### src/rtl/twl_pkg.sv
`timescale 1ns/1ps
package twl_pkg;
    // Encoder: which wire the next zero toggles
    typedef enum logic {
        ZSEL_A = 1'b0,
        ZSEL_B = 1'b1
    } zsel_e;

    // Decoder: priming the previous-pair register, then decoding
    typedef enum logic {
        DEC_PRIME = 1'b0,
        DEC_RUN   = 1'b1
    } dec_e;

    typedef struct packed {
        logic a;
        logic b;
    } pair_t;
endpackage

### src/rtl/twl_encoder.sv
`timescale 1ns/1ps
module twl_encoder
    import twl_pkg::*;
(
    input  logic  clk,
    input  logic  rst,
    input  logic  din,
    output pair_t line
);
    zsel_e zsel_q, zsel_d;
    pair_t line_q, line_d;

    // next-state and next-line logic
    always_comb begin
        zsel_d = zsel_q;
        line_d = line_q;
        if (din) begin
            line_d.a = ~line_q.a;
            line_d.b = ~line_q.b;
        end else begin
            unique case (zsel_q)
                ZSEL_A: begin
                    line_d.a = ~line_q.a;
                    zsel_d   = ZSEL_B;
                end
                ZSEL_B: begin
                    line_d.b = ~line_q.b;
                    zsel_d   = ZSEL_A;
                end
                default: zsel_d = ZSEL_A;
            endcase
        end
    end

    // state register
    always_ff @(posedge clk) begin
        if (rst) zsel_q <= ZSEL_A;
        else     zsel_q <= zsel_d;
    end

    // line output registers
    always_ff @(posedge clk) begin
        if (rst) line_q <= '0;
        else     line_q <= line_d;
    end

    assign line = line_q;

    a_r1_line_activity: assert property (@(posedge clk) disable iff (rst)
        1'b1 |=> ((line_q.a != $past(line_q.a)) || (line_q.b != $past(line_q.b))));

    a_r2_one_both_toggle: assert property (@(posedge clk) disable iff (rst)
        din |=> ((line_q.a != $past(line_q.a)) && (line_q.b != $past(line_q.b))));

    a_r3_zero_single_toggle: assert property (@(posedge clk) disable iff (rst)
        !din |=> ($countones({line_q.a ^ $past(line_q.a), line_q.b ^ $past(line_q.b)}) == 1));
endmodule

### src/rtl/twl_channel.sv
`timescale 1ns/1ps
module twl_channel
    import twl_pkg::*;
(
    input  logic  clk,
    input  logic  rst,
    input  pair_t tx,
    input  logic  swap,
    input  logic  inv_a,
    input  logic  inv_b,
    input  logic  hold,
    output pair_t rx
);
    pair_t live;
    pair_t held_q;

    always_comb begin
        live.a = (swap ? tx.b : tx.a) ^ inv_a;
        live.b = (swap ? tx.a : tx.b) ^ inv_b;
        rx     = hold ? held_q : live;
    end

    // last delivered pair, replayed while hold is high
    always_ff @(posedge clk) begin
        if (rst) held_q <= live;
        else     held_q <= rx;
    end
endmodule

### src/rtl/twl_decoder.sv
`timescale 1ns/1ps
module twl_decoder
    import twl_pkg::*;
#(
    parameter int OUT_DELAY = 1
) (
    input  logic  clk,
    input  logic  rst,
    input  pair_t rx,
    output logic  dout,
    output logic  dout_valid,
    output logic  line_error
);
    localparam int EXTRA = OUT_DELAY - 1;

    dec_e  dec_q, dec_d;
    pair_t prev_q;
    logic  base_dout, base_vld, err_q;
    logic  [1:0] flip;

    assign flip = {rx.a ^ prev_q.a, rx.b ^ prev_q.b};

    // next state
    always_comb begin
        unique case (dec_q)
            DEC_PRIME: dec_d = DEC_RUN;
            DEC_RUN:   dec_d = DEC_RUN;
            default:   dec_d = DEC_PRIME;
        endcase
    end

    // state register
    always_ff @(posedge clk) begin
        if (rst) dec_q <= DEC_PRIME;
        else     dec_q <= dec_d;
    end

    // output and datapath registers
    always_ff @(posedge clk) begin
        if (rst) begin
            prev_q    <= '0;
            base_dout <= 1'b0;
            base_vld  <= 1'b0;
            err_q     <= 1'b0;
        end else begin
            prev_q <= rx;
            unique case (dec_q)
                DEC_PRIME: begin
                    base_vld  <= 1'b0;
                    base_dout <= 1'b0;
                end
                DEC_RUN: begin
                    base_vld  <= 1'b1;
                    base_dout <= &flip;
                    if (flip == 2'b00) err_q <= 1'b1;
                end
                default: base_vld <= 1'b0;
            endcase
        end
    end

    // optional output delay stages
    generate
        if (EXTRA > 0) begin : g_delay
            logic [EXTRA:1] d_sr;
            logic [EXTRA:1] v_sr;
            always_ff @(posedge clk) begin
                if (rst) begin
                    d_sr <= '0;
                    v_sr <= '0;
                end else begin
                    d_sr[1] <= base_dout;
                    v_sr[1] <= base_vld;
                    for (int i = 2; i <= EXTRA; i++) begin
                        d_sr[i] <= d_sr[i-1];
                        v_sr[i] <= v_sr[i-1];
                    end
                end
            end
            assign dout       = d_sr[EXTRA];
            assign dout_valid = v_sr[EXTRA];
        end else begin : g_direct
            assign dout       = base_dout;
            assign dout_valid = base_vld;
        end
    endgenerate

    assign line_error = err_q;

    a_r8_error_sticky: assert property (@(posedge clk) disable iff (rst)
        line_error |=> line_error);

    a_r8_stall_flagged: assert property (@(posedge clk) disable iff (rst)
        (dec_q == DEC_RUN && rx == prev_q) |=> line_error);

    a_r6_valid_sticky: assert property (@(posedge clk) disable iff (rst)
        dout_valid |=> dout_valid);

    a_r6_prime_invalid: assert property (@(posedge clk) disable iff (rst)
        (dec_q == DEC_PRIME) |=> !base_vld);
endmodule

### src/rtl/twl_link.sv
`timescale 1ns/1ps
module twl_link
    import twl_pkg::*;
#(
    parameter int OUT_DELAY = 1
) (
    input  logic clk,
    input  logic rst,
    input  logic din,
    input  logic chan_swap,
    input  logic chan_inv_a,
    input  logic chan_inv_b,
    input  logic chan_hold,
    output logic line_a,
    output logic line_b,
    output logic dout,
    output logic dout_valid,
    output logic line_error
);
    pair_t tx_pair;
    pair_t rx_pair;

    twl_encoder u_enc (
        .clk  (clk),
        .rst  (rst),
        .din  (din),
        .line (tx_pair)
    );

    twl_channel u_chan (
        .clk   (clk),
        .rst   (rst),
        .tx    (tx_pair),
        .swap  (chan_swap),
        .inv_a (chan_inv_a),
        .inv_b (chan_inv_b),
        .hold  (chan_hold),
        .rx    (rx_pair)
    );

    twl_decoder #(.OUT_DELAY(OUT_DELAY)) u_dec (
        .clk        (clk),
        .rst        (rst),
        .rx         (rx_pair),
        .dout       (dout),
        .dout_valid (dout_valid),
        .line_error (line_error)
    );

    assign line_a = tx_pair.a;
    assign line_b = tx_pair.b;
endmodule

### config.mk
export PLATFORM = sky130hd
export DESIGN_NAME = twl_link
export DESIGN_NICKNAME = d
export VERILOG_FILES = /design/src/rtl/twl_pkg.sv /design/src/rtl/twl_encoder.sv /design/src/rtl/twl_channel.sv /design/src/rtl/twl_decoder.sv /design/src/rtl/twl_link.sv
export SDC_FILE = /design/constraint.sdc
export NUM_CORES = 1
export LEC_CHECK = 0
export BUFFER_PORTS_ARGS = -buffer_cell sky130_fd_sc_hd__buf_4
export CELL_PAD_IN_SITES_DETAIL_PLACEMENT = 1
export CELL_PAD_IN_SITES_GLOBAL_PLACEMENT = 2
export CORE_MARGIN = 3
export CORE_UTILIZATION = 30
export DETAILED_ROUTE_END_ITERATION = 12
export PLACE_DENSITY = 0.83
export SYNTH_ARGS = -nofsm -noshare
export SYNTH_HDL_FRONTEND = slang
export SYNTH_SLANG_ARGS = --single-unit
### constraint.sdc
create_clock -name clk -period 4.1 [get_ports clk]
set_clock_uncertainty 0.1 [all_clocks]
set_input_delay 0.82 -clock clk [delete_from_list [all_inputs] [get_ports clk]]
set_output_delay 0.82 -clock clk [all_outputs]
set_load 0.01 [all_outputs]
-- Word level (Yosys, flattened, before mapping)
Cells that the tools add are included.
- register bits after elaboration: 11
- input bits: 7
- output and inout bits: 5
- logic and storage cells: 35
- eq/ne operators: 1
- multiplexer cells: 11
- bitwise logic cells: 8
- reduce and logical (&&, ||, !) cells: 4
- operator list (kind ; count):
    two-way mux 2 bit ; 3
    case mux 1 bit (2 select lines) ; 3
    two-way mux 1 bit ; 5
    NOT 1 bit ; 4
    AND reduction 2 bit ; 2
    XOR 1 bit ; 4
    zero test 2 bit ; 1
    != test 2 bit (second input constant) ; 1
    nonzero test 2 bit ; 1

-- Longest topological paths before layout
Gate-level depths: netlist of the first run.
- word-level depth: 6
- depth in mapped cells: 5
- gate-level depth less buffers: 5

-- Hierarchy
A second synthesis of the first run with hierarchy kept.
- cell total of the unflattened synthesis: 41
- area, all modules: 427.9 um^2
- by module, submodules not included (module ; times used ; cells each ; area an instance (um^2) ; sequential area each (um^2)):
    twl_decoder ; 1 ; 14 ; 181.4 ; 120.1
    twl_encoder ; 1 ; 12 ; 127.6 ; 60.1
    twl_channel ; 1 ; 15 ; 118.9 ; 40.0

-- Least setup slack after synthesis of the first run
No wires, ideal clock.
- kind: input-to-reg
- start point: input chan_swap
- end point: register u_dec.err_q (netlist: u_dec.line_error)
- setup time: 0.088 ns
- arrival: 1.760 ns
- setup slack: 2.152 ns
- stages: 5
- buffers on the path: 0
- cells stage by stage: mux2i_1 -> xnor2_1 -> nor3b_1 -> a221o_1 -> o32ai_2
- longest elaborated chain between the ends: 6
- elaborated cells between the ends (all ways): 9
- classes of those cells: mux: 3; bitwise: 4; reduce/logical: 2
- RTL lines (element ; line ; text):
    from (decl) ; twl_link.sv:10 ; input logic chan_swap,
    two-way mux 1 bit (on tied branches) ; twl_channel.sv:19, twl_channel.sv:18 ;
    XOR 1 bit (on tied branches) ; twl_channel.sv:19, twl_channel.sv:18 ;
    two-way mux 2 bit (*) ; twl_channel.sv:20 ; rx = hold ? held_q : live;
    XOR 1 bit ; twl_decoder.sv:21 ; assign flip = {rx.a ^ prev_q.a, rx.b ^ prev_q.b};
    zero test 2 bit (*) ; twl_decoder.sv:55 ; if (flip == 2'b00) err_q <= 1'b1;
    AND reduction 2 bit (no source line) (*) ; n/a ;
    to (signal assigned) ; twl_decoder.sv:44 ; err_q <= 1'b0;
    to (signal assigned) ; twl_decoder.sv:55 ;
    to (decl) ; twl_decoder.sv:18 ; logic base_dout, base_vld, err_q;
Mark *: on every way between the ends. The rest lies on a longest branch, timed or not.
A chain may end at the register's enable or synchronous reset.

-- Worst setup path in the final report of the first run
Same ends and word-level chain as after synthesis.

==> results of run 1 <==
## layer usage
metal	vias to the layer above	wire (µm)
met1	158	344
met2	9	388
li1	168	-
met3	0	57
met4	0	0
met5	-	0
## critical path: stages
cell     delay [ns]
buf_4          0.12
mux2i_1        0.12
xnor2_1        0.27
nor3b_1        0.09
a221o_1        0.30
o32ai_2        0.24
## through the flow
stage	utilization [%]	cell area, µm²	hold WS, ns	std cells	total power (µW)
2_1_floorplan	-	438	0.332	43	175
3_3_place_gp	40.2	536	0.361	68	197
3_5_place_dp	40.2	536	0.366	68	198
4_1_cts	42.2	563	0.379	72	276
5_1_grt	42.2	563	0.401	72	290
6_report	42.2	563	0.374	72	269
## placed cells by master, fill, tap and decap left out
| master | n |
|---|---|
| a221o_1 | 1 |
| clkbuf_4 | 3 |
| nand2b_1 | 1 |
| inv_1 | 3 |
| a21oi_1 | 1 |
| clkinv_2 | 1 |
| nor3b_1 | 1 |
| nor2_1 | 8 |
| xnor2_1 | 4 |
| mux2i_1 | 4 |
| dfxtp_1 | 11 |
| nand2_1 | 2 |
| and3_2 | 1 |
| buf_4 | 11 |
| mux2_2 | 1 |
| xor2_1 | 3 |
| o32ai_2 | 1 |
## report_power, final
| group | total, µW | internal, µW | switching, µW |
|---|---|---|---|
| combinational | 62.2 | 33.8 | 28.4 |
| clock | 74.4 | 36.1 | 38.3 |
| sequential | 132 | 122 | 9.91 |
## layout make-up
class | count | area (µm²)
clock buffers | 3 | 22.5
fillers | 165 | 771
flip-flops and latches | 11 | 220
well taps | 15 | 18.8
multi-input cells | 28 | 203
inverters | 3 | 11.3
repair buffers | 11 | 82.6
clock inverters | 1 | 5.00
## sequential cells by signal, indices dropped and copies added, names as in the netlist
name,cells
u_dec.dout,1
u_dec.dec_q,1
u_dec.prev_q,2
u_dec.dout_valid,1
u_dec.line_error,1
u_chan.held_q,2
u_enc.line,2
u_enc.zsel_q,1
## cell families (layout without fill, tap and decap cells)
| group | after synthesis | count (layout) | synth area share, % |
|---|---|---|---|
| XOR/XNOR | 7 | 7 | 14.0 |
| AND/OR/NAND/NOR | 13 | 13 | 13.4 |
| multiplexers | 5 | 5 | 11.7 |
| flip-flops | 11 | 11 | 50.3 |
| AO/OA/AOI/OAI | 3 | 3 | 7.14 |
| buffers and inverters | 4 | 18 | 3.43 |
## worst min path at each step
stage / start / end / cells past startpoint
after CTS: u_dec.line_error$_SDFFE_PP0P_ / u_dec.line_error$_SDFFE_PP0P_ / 2
final: u_dec.line_error$_SDFFE_PP0P_ / u_dec.line_error$_SDFFE_PP0P_ / 2
after global placement: u_dec.line_error$_SDFFE_PP0P_ / u_dec.line_error$_SDFFE_PP0P_ / 2
after global routing: u_dec.line_error$_SDFFE_PP0P_ / u_dec.line_error$_SDFFE_PP0P_ / 2
after detailed placement: u_dec.line_error$_SDFFE_PP0P_ / u_dec.line_error$_SDFFE_PP0P_ / 2
after floorplan: u_dec.dec_q$_DFF_P_ / u_dec.dout_valid$_SDFF_PP0_ / 2
==> results.sh, run 1 <==
export IMPL_antenna_found_initial=0
export IMPL_dp_hpwl_um=599
export IMPL_yosysMostFrequentCell="dfxtp_1"
export IMPL_diodes=0
export IMPL_r2r_start="u_enc.line[1]$_SDFFE_PP0P_"
export IMPL_netlist_area_um2=438
export IMPL_hold_path_class="reg2reg"
export IMPL_end_kind="register"
export IMPL_place_ws_ns=1.93
export IMPL_rrSetupSlack_ns=2.51
export IMPL_core_area_um2=1330
export IMPL_synth_top_cell_by_area="dfxtp_1"
export IMPL_portBuffers=11
export IMPL_gp_congestion=0.614
export IMPL_cts_tree="yes"
export IMPL_ant_nets=0
export IMPL_yosys_top_cells_count="dfxtp_1, nor2_1, mux2i_1, xnor2_1"
export IMPL_grt_util_met2_pct=16.6
export IMPL_max_freq_mhz=532
export IMPL_finalMaxSlewViolations=0
export IMPL_required_ns=4.19
export IMPL_startpoint="chan_swap"
export IMPL_drt_iter0_drc=4
export IMPL_clockBufferDepth=2
export IMPL_setup_tns_ns=0
export IMPL_cts_root_buffer="clkbuf_4"
export IMPL_worst_r2r_path_depth=5
export IMPL_p_leak_uw=0.000268
export IMPL_synth_edff_count=0
export IMPL_criticalPathCategory="in2reg"
export IMPL_setup_viol=0
export IMPL_floorplan_initialDensity_pct=32.8
export IMPL_post_route_period_util_pct=45.8
export IMPL_ys_async_sr_fraction_pct=0
export IMPL_synthTopCellsByArea="dfxtp_1, mux2i_1, xnor2_1"
export IMPL_cts_buffers=3
export IMPL_drive_above_1_share_pct=31.6
export IMPL_clock_latency_ns=0.27
export IMPL_grt_pass1_wl_mm=1.39
export IMPL_synth_seq_cells=11
export IMPL_seq_area_frac_synth_pct=50.3
export IMPL_hold_violations=0
export IMPL_post_drt_wl_per_cell_um=11.0
export IMPL_crit_end="u_dec.line_error$_SDFFE_PP0P_"
export IMPL_period_minus_slack_ns=1.88
export IMPL_grt_pass1_vias=331
export IMPL_rows=13
export IMPL_routed_wl_um=791
export IMPL_ctsHoldBuffers=0
export IMPL_arrival_ns=1.97
export IMPL_cts_reportedPaths_clkPinSlew_ns=0.08
export IMPL_setup_slack_ns=2.22
export IMPL_syn_instance_count=43
export IMPL_h_tree_depth=1
export IMPL_top_usage_layer="met2"
export IMPL_irDropWorstVdd_mv=0.200
export IMPL_cap_viol_max_count=0
export IMPL_power_density_nw_per_um2=477
export IMPL_grt_use_met3_pct=4.88
export IMPL_synth_cell_types=15
export IMPL_syn_nets=50
export IMPL_fin_nets=65
export IMPL_grt_overflow_total=0
export IMPL_rsz0062_at_grt="false"
export IMPL_ctsResizeCount=0
export IMPL_synth_avg_cell_area_um2=10.2
export IMPL_die_y_um=44.2
export IMPL_fp_dieW_um=44.2
export IMPL_areaGrowthSynthToFinish_pct=28.6
export IMPL_status="finished, final reports clean"
export IMPL_synth_top_area_share_pct=50.3
export IMPL_drt_first_pass_iters=2
export IMPL_grt_usage_pct=10.6
export IMPL_worstReg2RegEnd="u_dec.line_error$_SDFFE_PP0P_"
export IMPL_grt_start_max_net_pins=8
export IMPL_die_area_um2=1950
export IMPL_gr_usage_met1_pct=10.6
export IMPL_tightest_slew_ns=0.288
export IMPL_vias_per_cell=4.65
export IMPL_worstPathMaxFanout=4
export IMPL_slew_limit_headroom_pct=80.2
export IMPL_cts_sinks=11
export IMPL_cts_setup_buffers=0
export IMPL_drcViolationCount=0
export IMPL_ys_flop_type="dfxtp_1"
export IMPL_io_pins=12
export IMPL_vias=335
export IMPL_ys_warn_count=0
export IMPL_cp_start_kind="input port"
Power figures use the tool's default switching activity.
==> run 2: changes to the inputs <==
Settings changed: CORE_UTILIZATION 30 to 25, PLACE_DENSITY 0.83 to 0.75.
Clock period 4.1 ns to 1.7 ns, I/O delays scaled along.
==> results.sh, run 2 (synthesis results as in run 1) <==
export IMPL_cp_start_kind="register"
export IMPL_fin_nets=67
export IMPL_worstPathMaxFanout=4
export IMPL_h_tree_depth=1
export IMPL_routed_wl_um=792
export IMPL_floorplan_initialDensity_pct=27.8
export IMPL_hold_path_class="in2reg"
export IMPL_grt_pass1_vias=304
export IMPL_ctsHoldBuffers=0
export IMPL_grt_util_met2_pct=11.9
export IMPL_hold_slack_ns=0.190
export IMPL_drcViolationCount=0
export IMPL_status="finished, final reports clean"
export IMPL_criticalPathCategory="reg2reg"
export IMPL_power_density_nw_per_um2=1130
export IMPL_vias_per_cell=4.60
export IMPL_setup_tns_ns=0
export IMPL_dp_hpwl_um=634
export IMPL_antenna_found_initial=0
export IMPL_diodes=0
export IMPL_fp_dieW_um=47.9
export IMPL_portBuffers=11
export IMPL_rows=14
export IMPL_grt_pass1_wl_mm=1.26
export IMPL_rsz0062_at_grt="false"
export IMPL_drt_first_pass_iters=1
export IMPL_clockBufferDepth=2
export IMPL_period_minus_slack_ns=1.52
export IMPL_arrival_ns=1.61
export IMPL_final_common_cell="buf_4"
export IMPL_cts_root_buffer="clkbuf_4"
export IMPL_ant_nets=0
export IMPL_cts_tree="yes"
export IMPL_finalMaxSlewViolations=0
export IMPL_io_pins=12
export IMPL_top_usage_layer="met2"
export IMPL_grt_overflow_total=0
export IMPL_irDropWorstVdd_mv=0.533
export IMPL_max_freq_mhz=658
export IMPL_post_drt_wl_per_cell_um=10.6
export IMPL_cap_viol_max_count=0
export IMPL_layout_common_cells="buf_4, dfxtp_1, nor2_1"
export IMPL_fillCellCount=190
export IMPL_startpoint="u_enc.line[0]$_SDFFE_PP0P_"
export IMPL_die_y_um=47.9
export IMPL_die_area_um2=2290
export IMPL_drt_iter0_drc=0
export IMPL_areaGrowthSynthToFinish_pct=33.7
export IMPL_clock_latency_ns=0.27
export IMPL_grt_usage_pct=8.62
export IMPL_hold_violations=0
export IMPL_slew_limit_headroom_pct=84.0
export IMPL_grt_start_max_net_pins=8
export IMPL_required_ns=1.79
export IMPL_cts_buffers=3
export IMPL_r2r_start="u_enc.line[0]$_SDFFE_PP0P_"
export IMPL_gr_usage_met1_pct=9.96
export IMPL_cts_sinks=11
export IMPL_drive_above_1_share_pct=33.9
export IMPL_cts_reportedPaths_clkPinSlew_ns=0.07
export IMPL_vias=345
export IMPL_grt_use_met3_pct=6.77
export IMPL_min_from="rst"
export IMPL_design_power_total_uw=664
export IMPL_post_route_period_util_pct=89.4
export IMPL_gp_congestion=0.618
export IMPL_end_kind="register"
export IMPL_setup_viol=0
export IMPL_p_leak_uw=0.000281
export IMPL_core_area_um2=1580
export IMPL_tightest_slew_ns=0.234
[run 2: power by group]
group / internal [µW] / switching, µW / total (µW)
combinational: 94.5 / 74.5 / 169
sequential: 295 / 22.0 / 317
clock: 90.9 / 87.3 / 178
total: 480 / 184 / 664
[run 2: path summary, 6_finish.rpt]
check / endpoint / slack [ns] / cells past startpoint
max: u_dec.line_error$_SDFFE_PP0P_ / 0.18 / 5
min reg2reg: u_dec.dout_valid$_SDFF_PP0_ / 0.37 / 2
min: u_dec.prev_q[0]$_SDFF_PP0_ / 0.19 / 2
max reg2reg: u_dec.line_error$_SDFFE_PP0P_ / 0.18 / 5
[run 2: area by class of cell]
type | count | area [µm²] | share of cell area (%)
Inverter | 3 | 11.3 | 1.92
Clock buffer | 4 | 26.3 | 4.49
Multi-Input combinational cell | 28 | 210 | 35.9
Timing Repair Buffer | 13 | 97.6 | 16.7
Tap cell | 16 | 20.0 | 3.42
Sequential cell | 11 | 220 | 37.6
[run 2: timing repair]
| item | in CTS | in global routing |
|---|---|---|
| endpoints found under the setup margin | 0 | 2 |
| buffers inserted | 0 | 0 |
| endpoints found under the hold margin | 0 | 0 |
| resized for setup | 0 | 1 |
[run 2: metal layers]
layer	wire length (µm)	vias up
li1	-	173
met3	87	3
met5	0	-
met2	389	12
met1	307	157
met4	8	0
[run 2: metrics by stage]
stage | instances | util [%] | area, µm² | setup slack [ns]
after floorplan | 43 | - | 438 | 0.191
after global placement | 71 | 35.0 | 552 | 0.0219
after detailed placement | 71 | 35.0 | 552 | 0.00805
after CTS | 75 | 36.7 | 578 | 0.0965
after global routing | 75 | 37.1 | 586 | 0.0330
final | 75 | 37.1 | 586 | 0.180
[run 2: worst max-delay path, cell delays in order (launching register included)]
cell	delay (ns)
dfxtp_1	0.34
mux2i_1	0.22
xnor2_2	0.16
nor3b_1	0.07
a221o_1	0.30
o32ai_2	0.24
==> run 3: changes to the inputs <==
Settings changed: CORE_UTILIZATION 25 to 30, PLACE_DENSITY 0.75 to 0.83.
Clock period 1.7 ns to 1.92 ns, I/O delays scaled along.
==> results.sh, run 3 (synthesis results as in run 1) <==
export IMPL_die_y_um=44.2
export IMPL_grt_start_max_net_pins=8
export IMPL_startpoint="u_enc.line[1]$_SDFFE_PP0P_"
export IMPL_irDropWorstVdd_mv=0.517
export IMPL_layout_common_cells="buf_4, dfxtp_1, nor2_1"
export IMPL_hold_violations=0
export IMPL_cts_reportedPaths_clkPinSlew_ns=0.08
export IMPL_criticalPathCategory="reg2reg"
export IMPL_fp_dieW_um=44.2
export IMPL_hold_path_class="in2reg"
export IMPL_vias=334
export IMPL_fillCellCount=161
export IMPL_diodes=0
export IMPL_tightest_slew_ns=0.298
export IMPL_arrival_ns=1.69
export IMPL_min_from="rst"
export IMPL_cp_start_kind="register"
export IMPL_clock_latency_ns=0.27
export IMPL_rows=13
export IMPL_floorplan_initialDensity_pct=32.8
export IMPL_ant_nets=0
export IMPL_drt_first_pass_iters=2
export IMPL_areaGrowthSynthToFinish_pct=28.6
export IMPL_end_kind="register"
export IMPL_place_ws_ns=0.162
export IMPL_finalNonFillerCells=72
export IMPL_setup_slack_ns=0.317
export IMPL_fin_nets=65
export IMPL_drive_above_1_share_pct=31.6
export IMPL_setup_tns_ns=0
export IMPL_h_tree_depth=1
export IMPL_power_density_nw_per_um2=1030
export IMPL_dp_hpwl_um=599
export IMPL_die_area_um2=1950
export IMPL_grt_overflow_total=0
export IMPL_period_minus_slack_ns=1.60
export IMPL_grt_usage_pct=10.3
export IMPL_grt_pass1_vias=307
export IMPL_ctsResizeCount=0
export IMPL_routed_wl_um=791
export IMPL_p_leak_uw=0.000268
export IMPL_status="finished, final reports clean"
export IMPL_worstPathMaxFanout=4
export IMPL_io_pins=12
export IMPL_vias_per_cell=4.64
export IMPL_portBuffers=11
export IMPL_antenna_found_initial=0
export IMPL_ctsHoldBuffers=0
export IMPL_r2r_start="u_enc.line[1]$_SDFFE_PP0P_"
export IMPL_cap_viol_max_count=0
export IMPL_max_freq_mhz=624
export IMPL_setup_viol=0
export IMPL_hold_slack_ns=0.238
export IMPL_cts_setup_buffers=0
export IMPL_post_route_period_util_pct=83.5
export IMPL_required_ns=2.01
export IMPL_rsz0062_at_grt="false"
export IMPL_core_area_um2=1330
export IMPL_clockBufferDepth=2
export IMPL_drcViolationCount=0
export IMPL_cts_root_buffer="clkbuf_4"
export IMPL_cts_sinks=11
export IMPL_fin_util_pct=42.2
export IMPL_slew_limit_headroom_pct=79.6
export IMPL_cts_tree="yes"
export IMPL_place_inst=68
export IMPL_drt_iter0_drc=4
export IMPL_post_drt_wl_per_cell_um=11.0
export IMPL_grt_pass1_wl_mm=1.31
export IMPL_cts_buffers=3
export IMPL_finalMaxSlewViolations=0
export IMPL_gp_congestion=0.631
-- run 3: worst max-delay path, cell delays in order, from the launching register on --
cell and delay (ns):
dfxtp_1 0.39, mux2i_1 0.11, xnor2_1 0.28, nor3b_1 0.09
a221o_1 0.30, o32ai_2 0.25
-- run 3: path summary, 6_finish.rpt --
path | end | slack (ns) | depth (start not counted)
setup / recovery | u_dec.line_error$_SDFFE_PP0P_ | 0.32 | 5
hold / removal | u_enc.line[1]$_SDFFE_PP0P_ | 0.24 | 2
setup reg to reg | u_dec.line_error$_SDFFE_PP0P_ | 0.32 | 5
hold reg to reg | u_dec.line_error$_SDFFE_PP0P_ | 0.38 | 2
-- run 3: area by class of cell --
| type | count | area (µm²) | area share (%) |
|---|---|---|---|
| inverters | 3 | 11.3 | 2.00 |
| flip-flops and latches | 11 | 220 | 39.1 |
| multi-input cells | 28 | 203 | 36.0 |
| clock buffers | 3 | 22.5 | 4.00 |
| well taps | 15 | 18.8 | 3.33 |
| repair buffers | 11 | 82.6 | 14.7 |
| clock inverters | 1 | 5.00 | 0.889 |
-- run 3: routing by layer --
layer / global-route usage [%] / vias up / wire (µm)
li1: - / 167 / -
met3: 3.66 / 4 / 58
met4: 12.7 / 0 / 40
met1: 11.6 / 152 / 335
met5: 0 / - / 0
met2: 13.4 / 11 / 357
-- run 3: report_power, final --
group          total (µW)  switching [µW]  internal (µW)  leakage, µW
combinational         134            61.8           72.2     0.000158
clock                 162            85.0           77.1    0.0000177
sequential            282            21.4            261    0.0000918
-- run 3: stage by stage --
step	instance area [µm²]	power (µW)
after global placement	536	420
final	563	578
after CTS	563	588
after global routing	563	620
after floorplan	438	374
after detailed placement	536	424
